--- config.mk ---
export PLATFORM = sky130hd
export DESIGN_NAME = ppi_regif
export DESIGN_NICKNAME = d
export VERILOG_FILES = /design/src/rtl/ppi_pkg.sv /design/src/rtl/ppi_addr_dec.sv /design/src/rtl/ppi_ctrl_reg.sv /design/src/rtl/ppi_port_latch.sv /design/src/rtl/ppi_read_mux.sv /design/src/rtl/ppi_regif.sv
export SDC_FILE = /design/constraint.sdc
export NUM_CORES = 1
export LEC_CHECK = 0
export ABC_AREA = 1
export BUFFER_PORTS_ARGS = -buffer_cell sky130_fd_sc_hd__buf_2
export CELL_PAD_IN_SITES_DETAIL_PLACEMENT = 2
export CELL_PAD_IN_SITES_GLOBAL_PLACEMENT = 2
export CORE_AREA = 3 3 101 103
export DETAILED_ROUTE_END_ITERATION = 16
export DIE_AREA = 0 0 104 106
export PLACE_DENSITY = 0.75
export SETUP_SLACK_MARGIN = 0.05
export SLEW_MARGIN = 5
export SYNTH_ARGS = -nofsm -noshare
export SYNTH_HDL_FRONTEND = slang
export SYNTH_SLANG_ARGS = --single-unit
--- constraint.sdc ---
create_clock -name clk -period 1.5 [get_ports clk]
set_input_delay 0.3 -clock clk [delete_from_list [all_inputs] [get_ports clk]]
set_output_delay 0.3 -clock clk [all_outputs]
set_load 0.005 [all_outputs]
--- src/rtl/ppi_pkg.sv ---
// Shared widths, address codes and command layout for the parallel port
// register interface. Assumes byte-wide ports with a port C split in halves.
package ppi_pkg;
    localparam int PORT_W  = 8;
    localparam int HALF_W  = PORT_W / 2;
    localparam int ADDR_W  = 2;
    localparam int NUM_REG = 1 << ADDR_W;
    localparam int IDX_W   = $clog2(PORT_W);

    typedef enum logic [ADDR_W-1:0] {
        REG_PA  = 2'b00,
        REG_PB  = 2'b01,
        REG_PC  = 2'b10,
        REG_CTL = 2'b11
    } reg_sel_e;

    typedef enum logic [1:0] {
        GMODE_PLAIN   = 2'd0,
        GMODE_STROBED = 2'd1,
        GMODE_BIDIR   = 2'd2
    } grp_mode_e;

    // Bit positions inside the control byte.
    localparam int CMD_KIND_BIT = 7;
    localparam int GA_MODE_HI   = 6;
    localparam int GA_MODE_LO   = 5;
    localparam int PA_DIR_BIT   = 4;
    localparam int PCU_DIR_BIT  = 3;
    localparam int GB_MODE_BIT  = 2;
    localparam int PB_DIR_BIT   = 1;
    localparam int PCL_DIR_BIT  = 0;
    localparam int BSR_IDX_LO   = 1;
    localparam int BSR_VAL_BIT  = 0;

    localparam logic [PORT_W-1:0] CFG_RESET = 8'h9B;
endpackage

--- src/rtl/ppi_addr_dec.sv ---
// Address decoder: turns select, strobes and address into one write enable
// per register plus a qualified read enable. Assumes single-cycle strobes
// sampled on the rising clock edge.
module ppi_addr_dec
    import ppi_pkg::*;
#(
    parameter int AW = ADDR_W,
    localparam int NR = 1 << AW
) (
    input  logic          clk,
    input  logic          rst_n,
    input  logic          sel,
    input  logic          rd,
    input  logic          wr,
    input  logic [AW-1:0] addr,
    output logic [NR-1:0] wr_en,
    output logic          rd_en
);
    // One write enable per register, built by a repeated compare.
    for (genvar gi = 0; gi < NR; gi++) begin : g_wsel
        assign wr_en[gi] = sel && wr && (addr == AW'(gi));
    end

    // Read qualified by select.
    assign rd_en = sel && rd;

    p_wr_onehot_r1: assert property (@(posedge clk) disable iff (!rst_n)
        $onehot0(wr_en));
    p_idle_quiet_r10: assert property (@(posedge clk) disable iff (!rst_n)
        !sel |-> (wr_en == '0) && !rd_en);
endmodule

--- src/rtl/ppi_ctrl_reg.sv ---
// Control location: stores configuration words (bit 7 set) and decodes
// single-bit set/reset commands (bit 7 clear) for port C. Assumes the
// write enable lasts a single cycle.
module ppi_ctrl_reg
    import ppi_pkg::*;
#(
    parameter int W = PORT_W,
    localparam int IW = $clog2(W)
) (
    input  logic          clk,
    input  logic          rst_n,
    input  logic          wr_en,
    input  logic [W-1:0]  wdata,
    output logic [W-1:0]  cfg_q,
    output logic          cfg_load,
    output logic          bit_en,
    output logic [IW-1:0] bit_idx,
    output logic          bit_val
);
    // Split the command by its kind bit.
    always_comb begin
        cfg_load = wr_en &&  wdata[CMD_KIND_BIT];
        bit_en   = wr_en && !wdata[CMD_KIND_BIT];
        bit_idx  = wdata[BSR_IDX_LO +: IW];
        bit_val  = wdata[BSR_VAL_BIT];
    end

    // Holds the last configuration word.
    always_ff @(posedge clk) begin
        if (!rst_n)        cfg_q <= CFG_RESET;
        else if (cfg_load) cfg_q <= wdata;
    end

    p_cfg_capture_r3: assert property (@(posedge clk) disable iff (!rst_n)
        cfg_load |=> cfg_q == $past(wdata));
    p_bsr_keeps_cfg_r7: assert property (@(posedge clk) disable iff (!rst_n)
        bit_en |=> $stable(cfg_q));
    p_cfg_kind_r3: assert property (@(posedge clk) disable iff (!rst_n)
        cfg_q[CMD_KIND_BIT]);
endmodule

--- src/rtl/ppi_port_latch.sv ---
// Output latch for one port. Supports a full-byte write, a clear that a
// configuration word triggers, and a single-bit set/reset. Assumes the
// three requests never arrive in the same cycle. If they do, clear wins,
// then write.
module ppi_port_latch #(
    parameter int W = 8,
    localparam int IW = $clog2(W)
) (
    input  logic          clk,
    input  logic          rst_n,
    input  logic          clr,
    input  logic          wr_en,
    input  logic [W-1:0]  wdata,
    input  logic          bit_en,
    input  logic [IW-1:0] bit_idx,
    input  logic          bit_val,
    output logic [W-1:0]  q
);
    logic [W-1:0] q_nxt;

    // Per-bit next state.
    for (genvar gi = 0; gi < W; gi++) begin : g_bit
        always_comb begin
            if (clr)                                   q_nxt[gi] = 1'b0;
            else if (wr_en)                            q_nxt[gi] = wdata[gi];
            else if (bit_en && bit_idx == IW'(gi))     q_nxt[gi] = bit_val;
            else                                       q_nxt[gi] = q[gi];
        end
    end

    // Latch register.
    always_ff @(posedge clk) begin
        if (!rst_n) q <= '0;
        else        q <= q_nxt;
    end

    p_clear_on_cfg_r5: assert property (@(posedge clk) disable iff (!rst_n)
        clr |=> q == '0);
    p_single_bit_r6: assert property (@(posedge clk) disable iff (!rst_n)
        (bit_en && !clr && !wr_en) |=>
            (((q ^ $past(q)) & ~(W'(1) << $past(bit_idx))) == '0)
            && (q[$past(bit_idx)] == $past(bit_val)));
    p_hold_r9: assert property (@(posedge clk) disable iff (!rst_n)
        (!clr && !wr_en && !bit_en) |=> $stable(q));
endmodule

--- src/rtl/ppi_read_mux.sv ---
// Read path: selects the register for the address and, for each half of a
// port, picks the latch when that half drives and the pins when it does
// not. Registers the result on a qualified read.
module ppi_read_mux
    import ppi_pkg::*;
#(
    parameter int W = PORT_W,
    localparam int HW = W / 2
) (
    input  logic                clk,
    input  logic                rst_n,
    input  logic                rd_en,
    input  logic [ADDR_W-1:0]   addr,
    input  logic [W-1:0]        cfg_q,
    input  logic [W-1:0]        pa_q,
    input  logic [W-1:0]        pb_q,
    input  logic [W-1:0]        pc_q,
    input  logic [W-1:0]        pa_pins,
    input  logic [W-1:0]        pb_pins,
    input  logic [W-1:0]        pc_pins,
    input  logic                pa_drive,
    input  logic                pb_drive,
    input  logic [1:0]          pc_drive,
    output logic [W-1:0]        rdata
);
    logic [W-1:0] pa_view, pb_view, pc_view, rd_nxt;

    // Port A and B: one direction for the whole byte.
    assign pa_view = pa_drive ? pa_q : pa_pins;
    assign pb_view = pb_drive ? pb_q : pb_pins;

    // Port C: direction chosen separately per half.
    for (genvar gh = 0; gh < 2; gh++) begin : g_pc_half
        assign pc_view[gh*HW +: HW] = pc_drive[gh] ? pc_q[gh*HW +: HW]
                                                   : pc_pins[gh*HW +: HW];
    end

    // Address select.
    always_comb begin
        unique case (reg_sel_e'(addr))
            REG_PA:  rd_nxt = pa_view;
            REG_PB:  rd_nxt = pb_view;
            REG_PC:  rd_nxt = pc_view;
            default: rd_nxt = cfg_q;
        endcase
    end

    // Read data register.
    always_ff @(posedge clk) begin
        if (!rst_n)     rdata <= '0;
        else if (rd_en) rdata <= rd_nxt;
    end

    p_rdata_hold_r8: assert property (@(posedge clk) disable iff (!rst_n)
        !rd_en |=> $stable(rdata));
    p_cfg_read_r7: assert property (@(posedge clk) disable iff (!rst_n)
        (rd_en && addr == REG_CTL) |=> rdata == $past(cfg_q));
endmodule

--- src/rtl/ppi_regif.sv ---
// Top of the parallel port register interface. Connects the decoder, the
// control location, three port latches and the read path. It decodes the
// stored configuration word into direction enables and group modes.
// Assumes a synchronous host bus with one-cycle strobes.
module ppi_regif
    import ppi_pkg::*;
(
    input  logic              clk,
    input  logic              rst_n,
    input  logic              bus_sel,
    input  logic              bus_rd,
    input  logic              bus_wr,
    input  logic [1:0]        bus_addr,
    input  logic [7:0]        bus_wdata,
    output logic [7:0]        bus_rdata,
    input  logic [7:0]        pa_pins,
    input  logic [7:0]        pb_pins,
    input  logic [7:0]        pc_pins,
    output logic [7:0]        pa_out,
    output logic [7:0]        pb_out,
    output logic [7:0]        pc_out,
    output logic              pa_drive,
    output logic              pb_drive,
    output logic              pcu_drive,
    output logic              pcl_drive,
    output logic [1:0]        ga_mode,
    output logic              gb_mode
);
    logic [NUM_REG-1:0] wr_en;
    logic               rd_en;
    logic [PORT_W-1:0]  cfg_q;
    logic               cfg_load;
    logic               bit_en;
    logic [IDX_W-1:0]   bit_idx;
    logic               bit_val;

    ppi_addr_dec #(.AW(ADDR_W)) u_dec (
        .clk   (clk),
        .rst_n (rst_n),
        .sel   (bus_sel),
        .rd    (bus_rd),
        .wr    (bus_wr),
        .addr  (bus_addr),
        .wr_en (wr_en),
        .rd_en (rd_en)
    );

    ppi_ctrl_reg #(.W(PORT_W)) u_ctl (
        .clk      (clk),
        .rst_n    (rst_n),
        .wr_en    (wr_en[REG_CTL]),
        .wdata    (bus_wdata),
        .cfg_q    (cfg_q),
        .cfg_load (cfg_load),
        .bit_en   (bit_en),
        .bit_idx  (bit_idx),
        .bit_val  (bit_val)
    );

    // Three latches. Only port C accepts single-bit commands.
    logic [PORT_W-1:0] lat_q [3];
    for (genvar gp = 0; gp < 3; gp++) begin : g_port
        ppi_port_latch #(.W(PORT_W)) u_lat (
            .clk     (clk),
            .rst_n   (rst_n),
            .clr     (cfg_load),
            .wr_en   (wr_en[gp]),
            .wdata   (bus_wdata),
            .bit_en  ((gp == int'(REG_PC)) ? bit_en : 1'b0),
            .bit_idx (bit_idx),
            .bit_val (bit_val),
            .q       (lat_q[gp])
        );
    end

    assign pa_out = lat_q[REG_PA];
    assign pb_out = lat_q[REG_PB];
    assign pc_out = lat_q[REG_PC];

    // Direction and mode decode from the stored word (1 = input).
    always_comb begin
        pa_drive  = !cfg_q[PA_DIR_BIT];
        pb_drive  = !cfg_q[PB_DIR_BIT];
        pcu_drive = !cfg_q[PCU_DIR_BIT];
        pcl_drive = !cfg_q[PCL_DIR_BIT];
        gb_mode   = cfg_q[GB_MODE_BIT];
        if (cfg_q[GA_MODE_HI]) ga_mode = GMODE_BIDIR;
        else if (cfg_q[GA_MODE_LO]) ga_mode = GMODE_STROBED;
        else ga_mode = GMODE_PLAIN;
    end

    ppi_read_mux #(.W(PORT_W)) u_rd (
        .clk      (clk),
        .rst_n    (rst_n),
        .rd_en    (rd_en),
        .addr     (bus_addr),
        .cfg_q    (cfg_q),
        .pa_q     (lat_q[REG_PA]),
        .pb_q     (lat_q[REG_PB]),
        .pc_q     (lat_q[REG_PC]),
        .pa_pins  (pa_pins),
        .pb_pins  (pb_pins),
        .pc_pins  (pc_pins),
        .pa_drive (pa_drive),
        .pb_drive (pb_drive),
        .pc_drive ({pcu_drive, pcl_drive}),
        .rdata    (bus_rdata)
    );

    p_reset_load_r2: assert property (@(posedge clk)
        !rst_n |=> !pa_drive && !pb_drive && !pcu_drive && !pcl_drive
                   && ga_mode == 2'd0 && !gb_mode
                   && pa_out == '0 && pb_out == '0 && pc_out == '0);
    p_ga_mode_legal_r4: assert property (@(posedge clk) disable iff (!rst_n)
        ga_mode != 2'd3);
    p_unselected_r10: assert property (@(posedge clk) disable iff (!rst_n)
        !bus_sel |=> $stable(pa_out) && $stable(pb_out) && $stable(pc_out)
                     && $stable(ga_mode) && $stable(bus_rdata));
    p_bsr_dirs_r6: assert property (@(posedge clk) disable iff (!rst_n)
        (bus_sel && bus_wr && bus_addr == 2'b11 && !bus_wdata[7]) |=>
            $stable(pa_drive) && $stable(pb_drive) && $stable(pcu_drive)
            && $stable(pcl_drive) && $stable(pa_out) && $stable(pb_out));
endmodule

==> impl_metrics.toml <==
[clock_network]
htreeDepth = 2
cts-root-buf = "clkbuf_8"
ctsResizeCount = 2
clock_path_buffers = 2
clk_latency_ps = 300
postCtsSetupBuffers = 0
clkTransAtPathRegs_ps = 80
cts_tree = "built"
cts_buffers = 5
cts_num_sinks = 40
ctsHoldBuffers = 0

[sta]
fmax_ghz = 0.7601
fin_skew_ps = 10.11
relSlewSlack = 0.6888
tns_ps = 0
worstMarginPinSlew_ps = 465.6
fin_crit_sh = 0.8771
rsz0062_at_grt = "no"
maxSlewViolCount = 0
period_minus_slack_ps = 1316
setup_viol = 0
fin_ws_ps = 184.3
finalHoldViolations = 0

[global_route]
antenna_found_initial = 0
grt_start_max_net_pins = 18
grt_pass1_wl_um = 15650
grtUsageTotal = 0.1786
overflow = 0
first_global_vias = 3004

[yosys]
synthesis.nets = 418
ys_types = 22
yosysWarnings = 0
syn_inst = 379
ys_seq_area_frac = 0.3428
ys_seq_elements = 40
synth.avg_cell_area_um2 = 6.164
syn_area_um2 = 2336

[critical_path]
crit_fanout = 6
cp_slowest_cell = "dfxtp_2"
slowest_delay_ps = 360
path_cells = "inv_1, buf_2"
crit_required_ps = 1200
cp-end-kind = "output port"
start_kind = "flop"
rr_worst_depth = 6
cp.depth = 2
crit_arrival_ps = 1020
path_class = "flop to output port"
worstPathBufferInverterCount = 2
crit_family = "flip-flops"

[detailed_routing]
drtIter0Drc = 80
ant_nets = 0
vias = 2706
routed_via_density = 4.556
first_pass_iters = 4
wl_per_cell_um = 16.03
drc = 0
wl_um = 9524

[power]
p_leak_nw = 1.678
ir_drop_v = 0.0004605
combPwrFrac = 0.161
power.share.clock = 0.409
netSwitchingPower_w = 0.0006821
internal_power_w = 0.001902
p_sw_frac = 0.2640
seq_power_share = 0.431
p_per_area_nw_per_um2 = 837.8

[final_layout]
diodes = 0
fill_cells = 1216
drive_gt1_frac = 0.2559
area_growth_pct = 32.03
layout_common_cells = "nand2_1, buf_2, inv_1"
regArea_um2 = 803.3
multi_input_area_um2 = 1164
nNetsFinal = 504
layout_commonest_cell = "nand2_1"

[floorplan]
io_pins = 78
die_area_um2 = 11020
rows = 35
coreArea_um2 = 9284
dieWidth_um = 104
initial_utilization = 0.2516
die_y_um = 106

[place]
io_buffers = 77
dp_hpwl_um = 7656
pre_cts_slack_ps = -8.972
place.gp.congestion = 0.8268

[hold_path]
worst_hold_path_type = "input port to flop"
whs_path_depth = 3

[outcome]
status = "complete, no violations"

[flow_run]
cap_violations = 0
## worst paths after layout
kind                                     from                                 to  slack (ps)
setup / recovery  u_ctl.cfg_q[3]$_SDFFE_PN1P_                          pcu_drive         180
hold / removal                   bus_wdata[4]  g_port[0].u_lat.q[4]$_SDFFE_PP0P_         290
hold reg to reg    u_rd.rdata[6]$_SDFFE_PN0P_         u_rd.rdata[6]$_SDFFE_PN0P_         470
setup reg to reg  u_ctl.cfg_q[0]$_SDFFE_PN1P_         u_rd.rdata[3]$_SDFFE_PN0P_         190
## flip-flops by register name, indices dropped and copies added, names as in the netlist
name,count
g_port.u_lat.q,24
u_ctl.cfg_q,8
u_rd.rdata,8
## per-stage QoR
stage / util / power [W] / std cells / hold slack, ps / instance area, um^2
3_3_place_gp: 0.3178 / 0.001542 / 587 / 425.0 / 2950
3_5_place_dp: 0.3178 / 0.001556 / 587 / 465.0 / 2950
6_report: 0.3322 / 0.002584 / 594 / 292.5 / 3084
2_1_floorplan: - / 0.001345 / 379 / 399.6 / 2336
5_1_grt: 0.3322 / 0.002712 / 594 / 296.7 / 3084
4_1_cts: 0.3319 / 0.002614 / 594 / 286.6 / 3082
## worst register-to-register path: stages, from the launching register on
cell	delay (ps)
dfxtp_2	360
inv_1	200
nand2_1	90
nand3_1	100
nand2_1	90
o21ai_0	280
a21oi_1	100
## kinds of logic (layout without fill, tap and decap cells)
family          count (synthesis)  in the layout  synth area share
compound gates                 65             65            0.1500
simple gates                  183            183            0.3482
buf+inv                        91            177            0.1591
flops                          40             40            0.3428
## power by group through the flow
stage                     sequential, W  clock [W]  combinational (W)
final                           0.00111    0.00106           0.000416
after global routing            0.00112    0.00112           0.000472
after CTS                       0.00111    0.00108           0.000422
after detailed placement        0.00114          0           0.000418
after global placement          0.00114          0           0.000404
after floorplan                 0.00114          0           0.000210
## cell type report
type	count	share of cell area
flip-flops and latches	40	0.2604
repair buffers	91	0.1712
multi-input cells	248	0.3773
inverters	79	0.09696
clock inverters	2	0.01947
clock buffers	5	0.02231
well taps	129	0.05233
## cells in the mapped netlist
library cell	count	area share
clkbuf_1	2	0.0032
dfxtp_1	40	0.34
inv_1	72	0.12
nor2_2	1	0.0027
inv_2	4	0.0064
nand2_2	3	0.0080
a21oi_2	4	0.015
nor2_1	5	0.0080
nor2_4	2	0.0096
o21ai_0	14	0.030
buf_2	6	0.013
a21oi_1	31	0.066
o21ai_1	12	0.026
nand3_1	40	0.086
nor2_8	1	0.0086
o211ai_1	4	0.013
clkinv_1	3	0.0048
buf_4	2	0.0064
nand2_1	121	0.19
nand2_4	2	0.0096
buf_6	2	0.0096
nand4_1	8	0.021
## metal layers
layer  up-vias  share of wire  GRT usage  wire [um]
met4         0         0.0078    0.03419         74
met3         7          0.037    0.03400        354
met1      1297           0.45     0.2209       4330
li1       1348              -          -          -
met2        54           0.50     0.3240       4765
met5         -              0          0          0
Power figures use the tool's default switching activity.
